--- config.mk ---
export PLATFORM = sky130hd
export DESIGN_NAME = rdi2c_target
export DESIGN_NICKNAME = d
export VERILOG_FILES = /design/src/rtl/rdi2c_pkg.sv /design/src/rtl/rdi2c_sync.sv /design/src/rtl/rdi2c_linecond.sv /design/src/rtl/rdi2c_byte_src.sv /design/src/rtl/rdi2c_target.sv
export SDC_FILE = /design/constraint.sdc
export NUM_CORES = 1
export LEC_CHECK = 0
export BUFFER_PORTS_ARGS = -buffer_cell sky130_fd_sc_hd__buf_4
export CAP_MARGIN = 20
export CORE_UTILIZATION = 50
export DETAILED_ROUTE_END_ITERATION = 16
export GPL_TIMING_DRIVEN = 1
export PLACE_DENSITY_LB_ADDON = 0.1
export SLEW_MARGIN = 20
export SYNTH_ARGS = -nofsm -noshare
export SYNTH_HDL_FRONTEND = slang
export SYNTH_SLANG_ARGS = --single-unit
--- constraint.sdc ---
create_clock -name clk -period 5.25 [get_ports clk]
set_input_delay 1.3125 -clock clk [delete_from_list [all_inputs] [get_ports clk]]
set_output_delay 1.3125 -clock clk [all_outputs]
set_load 0.02 [all_outputs]
--- src/rtl/rdi2c_pkg.sv ---
package rdi2c_pkg;

  typedef enum logic [2:0] {
    ST_IDLE,
    ST_ADDR,
    ST_AACK,
    ST_TX,
    ST_MACK
  } tgt_state_e;

  // Full address byte seen on the wire for a read of the given 7-bit address
  function automatic logic [7:0] read_addr_byte(input logic [6:0] a7);
    return {a7, 1'b1};
  endfunction

  // Open-drain drive for a data bit: pull low only for a zero
  function automatic logic drive_for_bit(input logic b);
    return ~b;
  endfunction

endpackage

--- src/rtl/rdi2c_sync.sv ---
module rdi2c_sync #(
  parameter int WIDTH  = 2,
  parameter int STAGES = 2
) (
  input  logic             clk,
  input  logic             rst_n,
  input  logic [WIDTH-1:0] d_i,
  output logic [WIDTH-1:0] q_o
);
  logic [WIDTH-1:0] pipe [STAGES];

  for (genvar s = 0; s < STAGES; s++) begin : g_stage
    if (s == 0) begin : g_first
      always_ff @(posedge clk or negedge rst_n)
        if (!rst_n) pipe[s] <= '1;
        else        pipe[s] <= d_i;
    end else begin : g_next
      always_ff @(posedge clk or negedge rst_n)
        if (!rst_n) pipe[s] <= '1;
        else        pipe[s] <= pipe[s-1];
    end
  end

  assign q_o = pipe[STAGES-1];
endmodule

--- src/rtl/rdi2c_linecond.sv ---
module rdi2c_linecond (
  input  logic clk,
  input  logic rst_n,
  input  logic scl_s,
  input  logic sda_s,
  output logic scl_rise,
  output logic scl_fall,
  output logic start_c,
  output logic stop_c
);
  logic scl_q, sda_q;

  always_ff @(posedge clk or negedge rst_n)
    if (!rst_n) begin
      scl_q <= 1'b1;
      sda_q <= 1'b1;
    end else begin
      scl_q <= scl_s;
      sda_q <= sda_s;
    end

  assign scl_rise = scl_s & ~scl_q;
  assign scl_fall = ~scl_s & scl_q;
  assign start_c  = scl_s & scl_q & sda_q & ~sda_s;
  assign stop_c   = scl_s & scl_q & ~sda_q & sda_s;
endmodule

--- src/rtl/rdi2c_byte_src.sv ---
module rdi2c_byte_src #(
  parameter int NBYTES = 5,
  localparam int IDXW  = $clog2(NBYTES + 1)
) (
  input  logic [NBYTES*8-1:0] payload_i,
  input  logic [IDXW-1:0]     idx_i,
  output logic [7:0]          byte_o
);
  logic [7:0] slot [NBYTES+1];

  for (genvar k = 0; k < NBYTES; k++) begin : g_slot
    assign slot[k] = payload_i[8*k +: 8];
  end
  assign slot[NBYTES] = 8'hFF;

  always_comb begin
    byte_o = 8'hFF;
    for (int k = 0; k <= NBYTES; k++)
      if (idx_i == IDXW'(k)) byte_o = slot[k];
  end
endmodule

--- src/rtl/rdi2c_target.sv ---
module rdi2c_target
  import rdi2c_pkg::*;
#(
  parameter int         NBYTES       = 5,
  parameter int         SYNC_STAGES  = 2,
  parameter logic [6:0] ADDR_STRAP_LO = 7'h11,
  parameter logic [6:0] ADDR_STRAP_HI = 7'h10,
  localparam int        IDXW         = $clog2(NBYTES + 1)
) (
  input  logic                clk,
  input  logic                rst_n,
  input  logic                addr_strap,
  input  logic                scl_i,
  input  logic                sda_i,
  output logic                sda_oe,
  input  logic [NBYTES*8-1:0] payload_i,
  output logic                start_evt,
  output logic                stop_evt,
  output logic                busy,
  output logic                read_done
);
  logic       scl_s, sda_s;
  logic       scl_rise, scl_fall, start_c, stop_c;
  tgt_state_e state;
  logic [3:0] bit_cnt;
  logic [7:0] shreg;
  logic [IDXW-1:0] idx;
  logic       sent_any, nack_q;
  logic [7:0] cur_byte;
  logic [7:0] my_addr;

  rdi2c_sync #(.WIDTH(2), .STAGES(SYNC_STAGES)) u_sync (
    .clk(clk), .rst_n(rst_n), .d_i({scl_i, sda_i}), .q_o({scl_s, sda_s})
  );

  rdi2c_linecond u_cond (
    .clk(clk), .rst_n(rst_n), .scl_s(scl_s), .sda_s(sda_s),
    .scl_rise(scl_rise), .scl_fall(scl_fall), .start_c(start_c), .stop_c(stop_c)
  );

  rdi2c_byte_src #(.NBYTES(NBYTES)) u_src (
    .payload_i(payload_i), .idx_i(idx), .byte_o(cur_byte)
  );

  assign my_addr = read_addr_byte(addr_strap ? ADDR_STRAP_HI : ADDR_STRAP_LO);

  always_ff @(posedge clk or negedge rst_n)
    if (!rst_n) begin
      state     <= ST_IDLE;
      bit_cnt   <= '0;
      shreg     <= '0;
      idx       <= '0;
      sent_any  <= 1'b0;
      nack_q    <= 1'b0;
      sda_oe    <= 1'b0;
      read_done <= 1'b0;
    end else begin
      read_done <= 1'b0;
      if (start_c) begin
        state   <= ST_ADDR;
        bit_cnt <= '0;
        idx     <= '0;
        sda_oe  <= 1'b0;
      end else if (stop_c) begin
        state     <= ST_IDLE;
        sda_oe    <= 1'b0;
        read_done <= sent_any;
        sent_any  <= 1'b0;
      end else begin
        unique case (state)
          ST_ADDR: begin
            if (scl_rise && bit_cnt < 4'd8) begin
              shreg   <= {shreg[6:0], sda_s};
              bit_cnt <= bit_cnt + 4'd1;
            end else if (scl_fall && bit_cnt == 4'd8) begin
              if (shreg == my_addr) begin
                state  <= ST_AACK;
                sda_oe <= 1'b1;
              end else begin
                state <= ST_IDLE;
              end
            end
          end
          ST_AACK: begin
            if (scl_fall) begin
              state   <= ST_TX;
              bit_cnt <= '0;
              sda_oe  <= drive_for_bit(cur_byte[7]);
              shreg   <= {cur_byte[6:0], 1'b0};
            end
          end
          ST_TX: begin
            if (scl_rise) begin
              bit_cnt <= bit_cnt + 4'd1;
            end else if (scl_fall) begin
              if (bit_cnt == 4'd8) begin
                state  <= ST_MACK;
                sda_oe <= 1'b0;
                if (idx < IDXW'(NBYTES)) begin
                  sent_any <= 1'b1;
                  idx      <= idx + 1'b1;
                end
              end else begin
                sda_oe <= drive_for_bit(shreg[7]);
                shreg  <= {shreg[6:0], 1'b0};
              end
            end
          end
          ST_MACK: begin
            if (scl_rise) begin
              nack_q <= sda_s;
            end else if (scl_fall) begin
              if (nack_q) begin
                state <= ST_IDLE;
              end else begin
                state   <= ST_TX;
                bit_cnt <= '0;
                sda_oe  <= drive_for_bit(cur_byte[7]);
                shreg   <= {cur_byte[6:0], 1'b0};
              end
            end
          end
          default: ;
        endcase
      end
    end

  assign busy      = (state != ST_IDLE);
  assign start_evt = start_c;
  assign stop_evt  = stop_c;
endmodule

==> run metrics <==
Sequential cell area 708 sq um; syn_nets 279; highest-delay cell along the critical path dfstp_2; worst reg2reg endpoint bit_cnt[1]; Slew Viols, Final 0; CP bufs+invs 1; Unique masters post-synth 46; EDFF count, synth 0; Seq/Total Area, Yosys 0.356; Clock Skews 0.00852 ns; clk root buf clkbuf_8; Critical Path AT 1.50 ns; Worst setup EP type primary output; DR vias 1797; post-synthesis instance total 227; #FFs+latches synth 28; Crit path max-delay family flip-flops; Layout area overhead 23.3%; antenna viol nets, final 0; Core ar. 3740 sq um; Main synth FF type dfrtp_1; number of buffers created by CTS 3; worst hold start u_sync.pipe[3]; Crit Path Class reg -> out; Hold Path End u_sync.q_o[1]; GRT Total Usage 0.236; # rows 22; Hold Vio Cnt, Final 0; worst slew pin tran 0.813 ns; Mapped Avg Cell Area 8.76 sq um; Final Critical Period 2.81 ns; top cells by count, synth dfrtp_1, nor2_1, a21oi_1, o21ai_0, inv_1; VDD IR-drop max 0.000151 V; footprint of the multi-input gates 1190 sq um; antenna violations before repair 0; LEAKAGE 1.07 nW; Die Area 4230 sq um; Setup violations, final 0; io pins 50; post-CTS sizing 0; total wire length 4.79 mm; CP Launch Type flip-flop; Synth area leaders dfrtp_1, dfstp_2, mux2_2; share of cells above drive strength 1 0.281; Hold Buf Count CTS 0; maxcap violations 0; YS warnings 0; fmax 356 MHz; post-synth top area share 0.277; H-Tree Depth 1; reg2reg path depth 4; Final WS setup 2.44 ns; setup bufs post-CTS 0; Slew headroom 0.458; status complete, no violations; number of remaining DRC errors 0; ys async rst share 1.00; DRT iter0 DRCs 82; Required @ worst endpoint 3.94 ns; Placer Congestion 0.859; Final Net Count 323; reg2reg setup slack 2.77 ns; Via density 5.65; clock latency on the worst-skew pair 0.28 ns; Final TNS setup 0 ns; Crit Path Max Fanout 7; post-place setup slack 2.77 ns; vias in the first global route 1583; Detailed Place HPWL 3.58 mm; Post-DP Area 2380 sq um; post-route cell area 2450 sq um; critical path, cell by cell nand2_1 > nor3b_1 > buf_4; Hold Path Stages 0; fillers 345; RSZ-0062 raised after global routing no; PortBufs 49; CTS tree yes; pwr/cell area 198 nW/um^2; global-route wire length before repair 7.75 mm; drt wl/cell 15.1 um; starting density of the core 0.531; Die X 65.1 um; Clock transition at path regs 0.10 ns; leading area contributor after synthesis dfrtp_1; drt pass-1 iters 4; Clock Tree Buf Depth 2; Ant. Diodes 0; period utilization 0.535; Hold WC Path Type reg -> reg; largest net degree at the start of global routing 29; clock sink count 28; Die H 65.1 um; slowest stage delay, CP 0.59 ns; grt total ovfl 0; Mapped Area 1990 sq um; RR Startpoint state[2]; most frequent cell after synthesis dfrtp_1
## stage by stage
step / std cells / util / power, W / hold slack (ns)
2_1_floorplan: 227 / - / 0.000279 / 0.345
3_3_place_gp: 314 / 0.636 / 0.000318 / 0.347
3_5_place_dp: 314 / 0.636 / 0.000320 / 0.350
4_1_cts: 318 / 0.655 / 0.000491 / 0.365
5_1_grt: 318 / 0.655 / 0.000512 / 0.369
6_report: 318 / 0.655 / 0.000486 / 0.363
## how the worst max path moves through the flow
stage / startpoint / slack [ns] / end / depth (start not counted)
CTS: u_sync.q_o[1] / 2.44 / stop_evt / 3
detailed placement: u_sync.q_o[1] / 2.77 / stop_evt / 3
global placement: u_sync.q_o[1] / 2.79 / stop_evt / 3
finish: u_sync.q_o[1] / 2.44 / stop_evt / 3
floorplan: u_sync.q_o[1] / 2.70 / stop_evt / 2
global route: u_sync.q_o[1] / 2.34 / stop_evt / 3
## registers in the layout (all words and copies together), names as in the netlist
signal        count
bit_cnt           4
idx               3
nack_q            1
read_done         1
sda_oe            1
sent_any          1
shreg             8
state             3
u_cond.scl_q      1
u_cond.sda_q      1
u_sync.pipe       2
u_sync.q_o        2
## layer usage
metal / track usage / share of wire / vias to the layer above
li1: - / - / 909
met3: 0.0264 / 0.026 / 4
met5: 0 / 0 / -
met2: 0.335 / 0.44 / 29
met1: 0.375 / 0.53 / 855
met4: 0.0571 / 0.0061 / 0
## cell families (layout without fill, tap and decap cells)
group	Yosys count	in the layout	share of synthesized area
AO/OA/AOI/OAI	63	63	0.212
XOR/XNOR	2	2	0.00881
adder cells (fa/ha/maj)	7	7	0.0440
buffers and inverters	23	66	0.0440
flip-flops	28	28	0.356
multiplexers	18	18	0.0962
AND/OR/NAND/NOR	86	86	0.239
## power by group
| group | total (W) | switching (W) | internal [W] |
|---|---|---|---|
| Sequential | 0.000244 | 0.0000147 | 0.000229 |
| Clock | 0.000170 | 0.0000679 | 0.000102 |
| Combinational | 0.0000726 | 0.0000304 | 0.0000422 |
| Total | 0.000486 | 0.000113 | 0.000373 |
## area by class of cell
type,count,area share
Tap cell,48,0.0245
Clock buffer,3,0.0168
Timing Repair Buffer,50,0.153
Multi-Input combinational cell,176,0.486
Inverter,12,0.0184
Sequential cell,28,0.289
Clock inverter,1,0.0122
## cell usage in the layout, fill, tap and decap left out, drive strengths merged, types with 2 or more instances in the layout
cell type,netlist,layout
and3b,2,2
mux2i,9,9
nand3,6,6
nor3b,10,10
nand2b,8,8
o31ai,8,8
mux2,9,9
a211oi,9,9
dfstp,6,6
buf,2,50
dfrtp,22,22
clkbuf,9,3
nor2b,8,8
nor2,21,21
a21oi,19,19
a22o,2,2
nor3,10,10
o22ai,2,2
inv,11,11
ha,7,7
o21ai,13,13
nand2,8,8
or2,4,4
(Power assumes the default switching activity.)
